`config.mk`:
```
export PLATFORM = sky130hd
export DESIGN_NAME = pit_timer
export DESIGN_NICKNAME = d
export VERILOG_FILES = /design/src/rtl/pit_pkg.sv /design/src/rtl/pit_prescaler.sv /design/src/rtl/pit_counter.sv /design/src/rtl/pit_irq_status.sv /design/src/rtl/pit_timer.sv
export SDC_FILE = /design/constraint.sdc
export NUM_CORES = 1
export LEC_CHECK = 0
export BUFFER_PORTS_ARGS = -buffer_cell sky130_fd_sc_hd__buf_2
export CORE_AREA = 5 5 88 90
export CTS_BUF_LIST = sky130_fd_sc_hd__clkbuf_8
export CTS_CLUSTER_DIAMETER = 30
export DETAILED_ROUTE_END_ITERATION = 10
export DIE_AREA = 0 0 93 95
export GPL_TIMING_DRIVEN = 0
export PLACE_DENSITY = 0.67
export SLEW_MARGIN = 20
export SYNTH_ARGS = -nofsm -noshare
export SYNTH_HDL_FRONTEND = slang
export SYNTH_SLANG_ARGS = --single-unit
```
`constraint.sdc`:
```
create_clock -name clk -period 2.35 [get_ports clk]
set_clock_uncertainty 0.15 [all_clocks]
set_input_delay 0.1175 -clock clk [delete_from_list [all_inputs] [get_ports clk]]
set_output_delay 0.1175 -clock clk [all_outputs]
set_load 0.05 [all_outputs]
```
`src/rtl/pit_pkg.sv`:
```
// Package pit_pkg
// Shared register map and field positions for the periodic interrupt timer.
// Assumes a 2-bit register select.
package pit_pkg;

    typedef enum logic [1:0] {
        REG_CTRL    = 2'd0,
        REG_START   = 2'd1,
        REG_COUNT   = 2'd2,
        REG_STATUS  = 2'd3
    } pit_reg_e;

    localparam int unsigned CTRL_RUN_BIT = 0;
    localparam int unsigned CTRL_IE_BIT  = 1;
    localparam int unsigned STAT_FLAG_BIT = 0;

endpackage

```
`src/rtl/pit_prescaler.sv`:
```
// Module pit_prescaler
// Divides the clock into a single-cycle tick every TICK_DIV cycles while
// run is high. A restart pulse zeroes the phase, so the next tick comes
// exactly TICK_DIV cycles after the restart edge. Assumes TICK_DIV >= 1.
module pit_prescaler #(
    parameter int unsigned TICK_DIV = 4
) (
    input  logic clk,
    input  logic rst_n,
    input  logic run,
    input  logic restart,
    output logic tick
);

    localparam int unsigned PS_W = (TICK_DIV > 1) ? $clog2(TICK_DIV) : 1;

    generate
        if (TICK_DIV == 1) begin : g_passthru
            // Every cycle is a tick when no division is needed.
            always_comb tick = run && !restart;
        end else begin : g_divider
            localparam logic [PS_W-1:0] LAST = PS_W'(TICK_DIV - 1);
            logic [PS_W-1:0] phase_q;

            // Phase counter: cleared on reset, restart or idle, else wraps at LAST.
            always_ff @(posedge clk) begin
                if (!rst_n) begin
                    phase_q <= '0;
                end else if (restart || !run) begin
                    phase_q <= '0;
                end else if (phase_q == LAST) begin
                    phase_q <= '0;
                end else begin
                    phase_q <= phase_q + 1'b1;
                end
            end

            // Tick decode: last phase of a running, non-restarting cycle.
            always_comb tick = run && !restart && (phase_q == LAST);

            // Ticks never come back to back when dividing.
            p_tick_spaced_r2: assert property (@(posedge clk) disable iff (!rst_n)
                tick |=> !tick);
        end
    endgenerate

endmodule

```
`src/rtl/pit_counter.sv`:
```
// Module pit_counter
// The down-counter itself. It is parked at all-ones while stopped, loads the
// start value on start, reloads on a live start-value write, and steps on
// each tick. It wraps from zero to all-ones and flags that wrap for one
// cycle. Assumes start, stop and load_now are mutually exclusive, because
// they come from writes to different registers.
module pit_counter #(
    parameter int unsigned CNT_W = 16
) (
    input  logic             clk,
    input  logic             rst_n,
    input  logic             run,
    input  logic             start,
    input  logic             stop,
    input  logic             load_now,
    input  logic [CNT_W-1:0] load_val,
    input  logic [CNT_W-1:0] start_val,
    input  logic             tick,
    output logic [CNT_W-1:0] count,
    output logic             wrap
);

    localparam logic [CNT_W-1:0] PARK = '1;

    logic [CNT_W-1:0] count_q;
    logic             at_zero;

    // Zero detect for the wrap decision.
    always_comb at_zero = (count_q == '0);

    // Count register: priority is stop, start, idle, reload, then tick.
    always_ff @(posedge clk) begin
        if (!rst_n) begin
            count_q <= PARK;
        end else if (stop) begin
            count_q <= PARK;
        end else if (start) begin
            count_q <= start_val;
        end else if (!run) begin
            count_q <= PARK;
        end else if (load_now) begin
            count_q <= load_val;
        end else if (tick) begin
            count_q <= at_zero ? PARK : (count_q - 1'b1);
        end
    end

    // Wrap event: a tick at zero that is not overridden by stop or reload.
    always_comb wrap = run && tick && at_zero && !stop && !load_now;

    always_comb count = count_q;

    // Reset parks the count.
    p_reset_park_r1: assert property (@(posedge clk)
        !rst_n |=> (count_q == PARK));

    // Idle without a start keeps the count parked.
    p_idle_park_r3: assert property (@(posedge clk) disable iff (!rst_n)
        (!run && !start) |=> (count_q == PARK));

    // A stop parks the count in the next cycle.
    p_stop_park_r3: assert property (@(posedge clk) disable iff (!rst_n)
        stop |=> (count_q == PARK));

    // Start loads the stored start value.
    p_start_load_r2: assert property (@(posedge clk) disable iff (!rst_n)
        start |=> (count_q == $past(start_val)));

    // A running start-value write reloads from the written data.
    p_live_reload_r4: assert property (@(posedge clk) disable iff (!rst_n)
        (load_now && run && !stop) |=> (count_q == $past(load_val)));

    // A plain tick above zero steps down by one.
    p_step_down_r2: assert property (@(posedge clk) disable iff (!rst_n)
        (run && tick && !stop && !load_now && !start && count_q != '0)
        |=> (count_q == $past(count_q) - 1'b1));

    // A wrap lands on all-ones, not on the start value.
    p_wrap_park_r6: assert property (@(posedge clk) disable iff (!rst_n)
        wrap |=> (count_q == PARK));

endmodule

```
`src/rtl/pit_irq_status.sv`:
```
// Module pit_irq_status
// Sticky interrupt flag. A gated wrap sets it and a write-one clears it;
// a set in the same cycle as a clear wins. Assumes wrap is a single-cycle
// pulse.
module pit_irq_status (
    input  logic clk,
    input  logic rst_n,
    input  logic wrap,
    input  logic irq_en,
    input  logic clr_req,
    output logic flag
);

    logic flag_q;
    logic set_req;

    // A wrap only counts as an interrupt when enabled.
    always_comb set_req = wrap && irq_en;

    // Flag register: set has priority over clear.
    always_ff @(posedge clk) begin
        if (!rst_n) begin
            flag_q <= 1'b0;
        end else if (set_req) begin
            flag_q <= 1'b1;
        end else if (clr_req) begin
            flag_q <= 1'b0;
        end
    end

    always_comb flag = flag_q;

    // The flag holds unless a clear is requested.
    p_sticky_r8: assert property (@(posedge clk) disable iff (!rst_n)
        (flag_q && !clr_req) |=> flag_q);

    // A clear without a coincident enabled wrap drops the flag.
    p_clear_r8: assert property (@(posedge clk) disable iff (!rst_n)
        (clr_req && !(wrap && irq_en)) |=> !flag_q);

    // An enabled wrap always leaves the flag set, clear or not.
    p_set_wins_r9: assert property (@(posedge clk) disable iff (!rst_n)
        (wrap && irq_en) |=> flag_q);

    // The flag only rises after an enabled wrap.
    p_gated_rise_r7: assert property (@(posedge clk) disable iff (!rst_n)
        $rose(flag_q) |-> $past(wrap && irq_en));

endmodule

```
`src/rtl/pit_timer.sv`:
```
// Module pit_timer
// Top of the periodic interrupt timer. It decodes single-cycle register
// writes into start, stop, reload and clear events. It holds the control
// and start-value registers and muxes the read data. Assumes 1e6 is a
// multiple of TICK_US and that CLK_HZ yields at least one cycle per tick.
module pit_timer #(
    parameter int unsigned CLK_HZ  = 50_000_000,
    parameter int unsigned TICK_US = 100,
    parameter int unsigned CNT_W   = 16,
    parameter int unsigned DATA_W  = 32
) (
    input  logic              clk,
    input  logic              rst_n,
    input  logic              wr_en,
    input  logic [1:0]        addr,
    input  logic [DATA_W-1:0] wdata,
    output logic [DATA_W-1:0] rdata,
    output logic              irq
);

    import pit_pkg::*;

    localparam int unsigned TICKS_PER_SEC = 1_000_000 / TICK_US;
    localparam int unsigned RAW_DIV       = CLK_HZ / TICKS_PER_SEC;
    localparam int unsigned TICK_DIV      = (RAW_DIV < 1) ? 1 : RAW_DIV;

    logic             run_q;
    logic             ie_q;
    logic [CNT_W-1:0] start_q;
    logic             wr_ctrl, wr_start, wr_status;
    logic             ev_start, ev_stop, ev_reload, ev_clear;
    logic             tick;
    logic             wrap;
    logic             flag;
    logic [CNT_W-1:0] count;

    // Write decode per register.
    always_comb begin
        wr_ctrl   = wr_en && (addr == REG_CTRL);
        wr_start  = wr_en && (addr == REG_START);
        wr_status = wr_en && (addr == REG_STATUS);
    end

    // Event decode: run-bit edges, live reload and status clear.
    always_comb begin
        ev_start  = wr_ctrl && wdata[CTRL_RUN_BIT] && !run_q;
        ev_stop   = wr_ctrl && !wdata[CTRL_RUN_BIT] && run_q;
        ev_reload = wr_start && run_q;
        ev_clear  = wr_status && wdata[STAT_FLAG_BIT];
    end

    // Control register: run and interrupt-enable bits.
    always_ff @(posedge clk) begin
        if (!rst_n) begin
            run_q <= 1'b0;
            ie_q  <= 1'b0;
        end else if (wr_ctrl) begin
            run_q <= wdata[CTRL_RUN_BIT];
            ie_q  <= wdata[CTRL_IE_BIT];
        end
    end

    // Start-value register: writable at any time.
    always_ff @(posedge clk) begin
        if (!rst_n) begin
            start_q <= '0;
        end else if (wr_start) begin
            start_q <= wdata[CNT_W-1:0];
        end
    end

    pit_prescaler #(
        .TICK_DIV (TICK_DIV)
    ) u_prescaler (
        .clk     (clk),
        .rst_n   (rst_n),
        .run     (run_q),
        .restart (ev_start || wr_start),
        .tick    (tick)
    );

    pit_counter #(
        .CNT_W (CNT_W)
    ) u_counter (
        .clk       (clk),
        .rst_n     (rst_n),
        .run       (run_q),
        .start     (ev_start),
        .stop      (ev_stop),
        .load_now  (ev_reload),
        .load_val  (wdata[CNT_W-1:0]),
        .start_val (start_q),
        .tick      (tick),
        .count     (count),
        .wrap      (wrap)
    );

    pit_irq_status u_status (
        .clk     (clk),
        .rst_n   (rst_n),
        .wrap    (wrap),
        .irq_en  (ie_q),
        .clr_req (ev_clear),
        .flag    (flag)
    );

    // Read mux: pure decode of addr, no state touched.
    always_comb begin
        rdata = '0;
        unique case (addr)
            REG_CTRL: begin
                rdata[CTRL_RUN_BIT] = run_q;
                rdata[CTRL_IE_BIT]  = ie_q;
            end
            REG_START:  rdata[CNT_W-1:0] = start_q;
            REG_COUNT:  rdata[CNT_W-1:0] = count;
            REG_STATUS: rdata[STAT_FLAG_BIT] = flag;
            default:    rdata = '0;
        endcase
    end

    always_comb irq = flag;

    generate
        if (DATA_W > CNT_W) begin : g_wide_bus
            logic unused_wdata_hi;
            // Upper write-data bits carry no register field.
            always_comb unused_wdata_hi = ^wdata[DATA_W-1:CNT_W];
        end
    endgenerate

    // A stop write leaves the timer off with the count parked.
    p_stop_off_r3: assert property (@(posedge clk) disable iff (!rst_n)
        ev_stop |=> (!run_q && rdata_count_park()));

    // While off, the status never rises.
    p_off_no_irq_r3: assert property (@(posedge clk) disable iff (!rst_n)
        (!run_q && !$past(run_q)) |-> !$rose(irq));

    // Rewriting run=1 while running keeps the count path untouched.
    p_rerun_keep_r5: assert property (@(posedge clk) disable iff (!rst_n)
        (wr_ctrl && run_q && wdata[CTRL_RUN_BIT] && !tick) |=> $stable(count));

    function automatic logic rdata_count_park();
        return (count == {CNT_W{1'b1}});
    endfunction

endmodule

```
After elaboration in Yosys (flattened, before gate mapping). Cells that the tools add are included.

Register bits: 48. Input port bits: 37. Logic and storage cells: 52.

Add/subtract/negate cells: 2. Equal/unequal tests: 5. Mux-type cells: 10. Bitwise operators: 1. Reductions and logical operators: 28.

Operators by type and width (count): 16-bit two-way mux (5); 14-bit case mux with 2 select lines (1); 1-bit logical AND (16); 16-bit logical NOT (1); 16-bit by 1-bit subtractor with 16-bit output (second input constant) (1); 13-bit by 1-bit adder with 13-bit output (second input constant) (1); 13-bit equality test (second input constant) (1); 1-bit logical NOT (5); 2-bit equality test (second input constant) (2); 4-bit by 1-bit != test with 1-bit output (second input constant) (1); 1-bit case mux with 4 select lines (1); 1-bit case mux with 3 select lines (1); 3-bit OR reduction (1); 2-bit by 1-bit equality test with 1-bit output (second input constant) (1); 2-bit logical NOT (1); 1-bit logical OR (2); 1-bit two-way mux (2); 2-bit nonzero test (1); 2-bit OR reduction (1); 1-bit NOT (1).

Logic depth before layout (Yosys ltp).
Depth after elaboration: 14. Depth in mapped cells: 9. Gate-level depth less buffers: 7.

Hierarchy. From an unflattened synthesis, not the netlist that was laid out.

Cells, all modules: 417. Area total of the unflattened synthesis: 3310.7 µm².

By module, submodules not included: pit_counter (times used 1, cells each 195, area an instance 1388.8 µm², seq. area each 320.3 µm²); pit_timer (times used 1, cells each 152, area an instance 1273.7 µm², seq. area each 360.3 µm²); pit_prescaler (times used 1, cells each 66, area an instance 606.8 µm², seq. area each 260.2 µm²); pit_irq_status (times used 1, cells each 4, area an instance 41.3 µm², seq. area each 20.0 µm²).

Worst setup path after synthesis. No wires, ideal clock.

Path kind: input -> output. Start: in addr[1]. End: out rdata[0]. Arrival time: 1869 ps. Required time: 2082 ps. Slack: 213 ps. Cell stages on the path: 6. Path buffers: 2. Cells stage by stage: inv_1 ha_1 clkbuf_1 buf_1 a222oi_1 mux2i_1.

Cells in the longest elaborated chain, start to end: 2. Elaborated cells between the ends (all ways): 5.

RTL lines: start: declaration (line pit_timer.sv:15) `input logic [1:0] addr,`; 2-bit equality test, or another cell as far along (line pit_timer.sv:110) `unique case (addr)`; 1-bit case mux with 4 select lines (*) (line pit_timer.sv:110); end: declaration (line pit_timer.sv:17) `output logic [DATA_W-1:0] rdata,`.

Mark *: on every way between the ends. The rest lies on a longest branch, timed or not.

Final worst setup path.
Start: reg u_counter.count_q[2] (netlist: u_counter.count[2]). End: reg u_counter.count_q[15] (netlist: u_counter.count[15]).

Cells in the longest elaborated chain, start to end: 6. Elaborated cells between the ends (all ways): 7.

RTL lines: start: declaration (line pit_counter.sv:25) `logic [CNT_W-1:0] count_q;`; start signal: assignment (line pit_counter.sv:38) `count_q <= start_val;`; start signal: assignment (line pit_counter.sv:42) `count_q <= load_val;`; start signal: assignment (line pit_counter.sv:44) `count_q <= at_zero ? PARK : (count_q - 1'b1);`; 16-bit by 1-bit subtractor with 16-bit output or 16-bit logical NOT (tied branches) (line pit_counter.sv:44, pit_counter.sv:29); 16-bit two-way mux (*) (line pit_counter.sv:44); 16-bit two-way mux (*) (line pit_counter.sv:43) `end else if (tick) begin`; 16-bit two-way mux (*) (line pit_counter.sv:41) `end else if (load_now) begin`; 16-bit two-way mux (*) (line pit_counter.sv:39) `end else if (!run) begin`; 16-bit two-way mux (*) (line pit_counter.sv:37) `end else if (start) begin`.

Mark *: on every way between the ends. The rest lies on a longest branch, timed or not. The select of a mux whose other input is x is not followed. A chain may end at the register's enable or synchronous reset.

==> flow_summary.yaml <==
timing:
  finalHoldViolations: 0
  relSlewSlack_pct: 54.5
  layout_setup_ws_ns: 0.0606
  worst_slew_pin_slew_ns: 0.675
  min_period_over_period_pct: 97.4
  setup_violations: 0
  max_freq_ghz: 0.437
  slew_violations: 0
  rsz0062_at_grt: "true"
  holdWs_ns: 0.00233
  final.min_clock_period_ns: 2.29
clock_network:
  h-tree-depth: 2
  clk_transition_reported_paths_ns: 0.09
  clock_latency_ns: 0.30
  cts_root_buffer: "clkbuf_8"
  clockBufferDepth: 2
  cts_tree: "done"
  cts_buffers: 5
  cts.sinks: 48
global_route:
  grt-busiest-layer: "met2"
  gr-usage-met3_pct: 2.87
  grt_pass1_wl_microns: 13900
  first_global_vias: 2785
  grt_overflow: 0
  antenna_found_initial: 0
  use_met2_pct: 32.6
  grt_use_met1_pct: 27.3
  grt_max_degree: 17
  grt_usage_pct: 19.9
layout:
  nFillCells: 692
  final_layout_size_suffix_gt1_share_pct: 17.9
  area_growth_pct: 21.3
  antennaDiodeCount: 0
  final_area_sq_mm: 0.00358
  nets: 491
pwr:
  p_sw_w: 0.000563
  power_frac_comb_pct: 19.7
  leakage_nw: 1.41
  powerDensity_mw_per_mm2: 512
  seqPwrFrac_pct: 46.1
  swShare_pct: 30.7
  power_frac_clock_pct: 34.2
  power.internal_w: 0.00127
  vdd.ir_drop.worst_uv: 331
setup_path:
  r2r-end: "u_counter.count[15]$_SDFFE_PP1P_"
  start_kind: "flip-flop"
  cp.arrival_ns: 2.34
  cp_slowest_cell: "or4_1"
  worstSetupPathType: "flip-flop to flip-flop"
  r2r-start: "u_counter.count[2]$_SDFFE_PP1P_"
  cp-end-kind: "flip-flop"
  cpPeakStageDelay_ns: 0.60
  crit_fanout: 10
  crit_required_ns: 2.40
  ff2ff_setup_slack_ns: 0.06
  crit_chain: "clkbuf_1 -> or4_1 -> nor4_1 -> a41oi_1 -> o32a_2"
  critPathTopFamily: "simple AND/OR/NAND/NOR gates"
  rr_worst_depth: 5
  crit_buf_inv: 1
logic_synthesis:
  yosysMostFrequentCell: "nand2_1"
  synth.cells.most_frequent: "nand2_1 (51), dfxtp_1 (48), nor2_1 (38)"
  async_flop_share_pct: 0
  synth-seq-cells: 48
  synth_top_area_cell: "dfxtp_1"
  syn_avg_cell_area_sq_um: 7.94
  synth_edf_count: 0
  ys.flop_type: "dfxtp_1"
  synth_top_area_share_pct: 32.5
  synthTopCellsByArea: "dfxtp_1 (33%), nand2_1 (6.5%), nor2_1 (4.8%), a21boi_0 (4.6%), buf_4 (4.3%)"
  netlist_instances: 372
  yosys.cell_types.count: 56
  yosysWarnings: 0
  yosysSeqAreaShare_pct: 32.5
  synthesis.area_sq_mm: 0.00296
placement:
  place_ws_ns: -0.215
  place.gp.congestion: 0.922
  place_hpwl_microns: 6070
  post_dp_cell_area_sq_mm: 0.00329
  portBuffers: 36
floorplan:
  dieArea_sq_mm: 0.00884
  die_w_microns: 93
  die-height_microns: 95
  rows: 31
  initial_core_util_pct: 42.3
  coreArea_sq_mm: 0.00698
  io_pins: 70
status:
  status: "finished, final reports clean"
flow_run:
  drv_cap: 0
routing:
  drtAntennaViolNets: 0
  vias: 2929
  post-route-drc-count: 0
  viasPerCell: 5.55
  routed_wl_microns: 8420
  first_pass_iters: 5
  drt_iter0_markers: 206
  wl_per_cell_microns: 16.0
min_path:
  hp-start: "wdata[0]"
  hold_path_class: "input pin to flip-flop"
  hold_depth: 3
  min_to: "start_q[0]$_SDFFE_PN0P_"
cells in the final DEF (no fill, tap or decap), drive strengths merged, types with 2 or more instances in the layout:
| cell type | instances |
|---|---|
| buf | 60 |
| nand2 | 51 |
| dfxtp | 48 |
| nor2 | 38 |
| clkbuf | 19 |
| a21boi | 18 |
| nor2b | 16 |
| conb | 16 |
| dlygate4sd3 | 16 |
| o21ai | 16 |
| a22oi | 14 |
| o22ai | 13 |
| nand3 | 9 |
| a21oi | 9 |
| ha | 9 |
| xor2 | 8 |
| a31oi | 8 |
| inv | 7 |
| and2 | 5 |
| nand4 | 5 |
| xnor2 | 5 |
| a2bb2oi | 5 |
| nor4 | 5 |
| o31ai | 4 |
| nor3 | 4 |
| nor4b | 3 |
| or4 | 3 |
| a222oi | 2 |
| nand2b | 2 |
| a41oi | 2 |
| o211ai | 2 |
| a211oi | 2 |
| clkinv | 2 |
| or2 | 2 |
| nand3b | 2 |
| o21a | 2 |
| a211o | 2 |
registers in the layout, indices dropped and copies added (netlist names):
signal,count
run_q,1
start_q,16
u_prescaler.g_divider.phase_q,13
ie_q,1
u_counter.count,16
u_status.flag,1
worst max-delay path by stage:
stage                               startpoint                                to  cells after the start
6_report       u_counter.count[2]$_SDFFE_PP1P_  u_counter.count[15]$_SDFFE_PP1P_                      5
5_1_grt        u_counter.count[8]$_SDFFE_PP1P_  u_counter.count[15]$_SDFFE_PP1P_                      5
4_1_cts        u_counter.count[0]$_SDFFE_PP1P_  u_counter.count[14]$_SDFFE_PP1P_                      6
3_5_place_dp                           addr[1]  u_counter.count[15]$_SDFFE_PP1P_                     10
3_3_place_gp                           addr[1]  u_counter.count[15]$_SDFFE_PP1P_                     10
2_1_floorplan                          addr[1]                          rdata[0]                      6
metrics by stage:
step                      util [%]  setup TNS (ns)  cells  total power, W
after floorplan                  -               0    387         0.00112
after global placement        47.2           -1.03    505         0.00120
after detailed placement      47.2           -2.11    505         0.00120
after CTS                     51.2               0    529         0.00185
after global routing          51.3          -0.107    528         0.00190
final                         51.3               0    528         0.00184
worst register-to-register path, stage by stage, from the launching register on:
cell and delay, ns:
dfxtp_1 0.31, clkbuf_1 0.20, or4_1 0.60, nor4_1 0.51
a41oi_1 0.20, o32a_2 0.22
per-layer routing:
layer  vias up  wire length, microns
met5         -                     0
met4         0                   163
met3        14                   645
met2       120                  3820
met1      1349                  3800
li1       1446                     -
area by class of cell:
type	count	area (sq um)	share of cell area (%)
multi-input combinational	292	1790	49.8
clock inverter	3	47.5	1.33
timing repair buffer	52	340	9.50
sequential	48	961	26.8
tap	82	103	2.86
buffer	39	251	7.02
clock buffer	5	68.8	1.92
inverter	7	26.3	0.733
cell families after synthesis:
group | Yosys count | synth area share (%)
AOI/OAI and AO/OA | 103 | 24.6
xor gates and xnor gates | 13 | 3.85
adders and majority gates | 9 | 3.81
buffers and inverters | 47 | 9.48
DFF | 48 | 32.5
muxes | 1 | 0.339
other | 1 | 0.127
and+or+nand+nor | 150 | 25.2
power by group through the flow:
stage / clock (W) / combinational, W / sequential, W
6_report: 0.000628 / 0.000362 / 0.000845
5_1_grt: 0.000668 / 0.000389 / 0.000848
4_1_cts: 0.000641 / 0.000360 / 0.000845
3_5_place_dp: 0 / 0.000338 / 0.000863
3_3_place_gp: 0 / 0.000335 / 0.000863
2_1_floorplan: 0 / 0.000258 / 0.000859
timing repair:
item	CTS	global route
gates resized for setup	2	2
hold buffers	16	0
setup buffers	0	0
hold endpoints to repair	18	0
endpoints found under the setup margin	4	19
(Power assumes the default switching activity.)
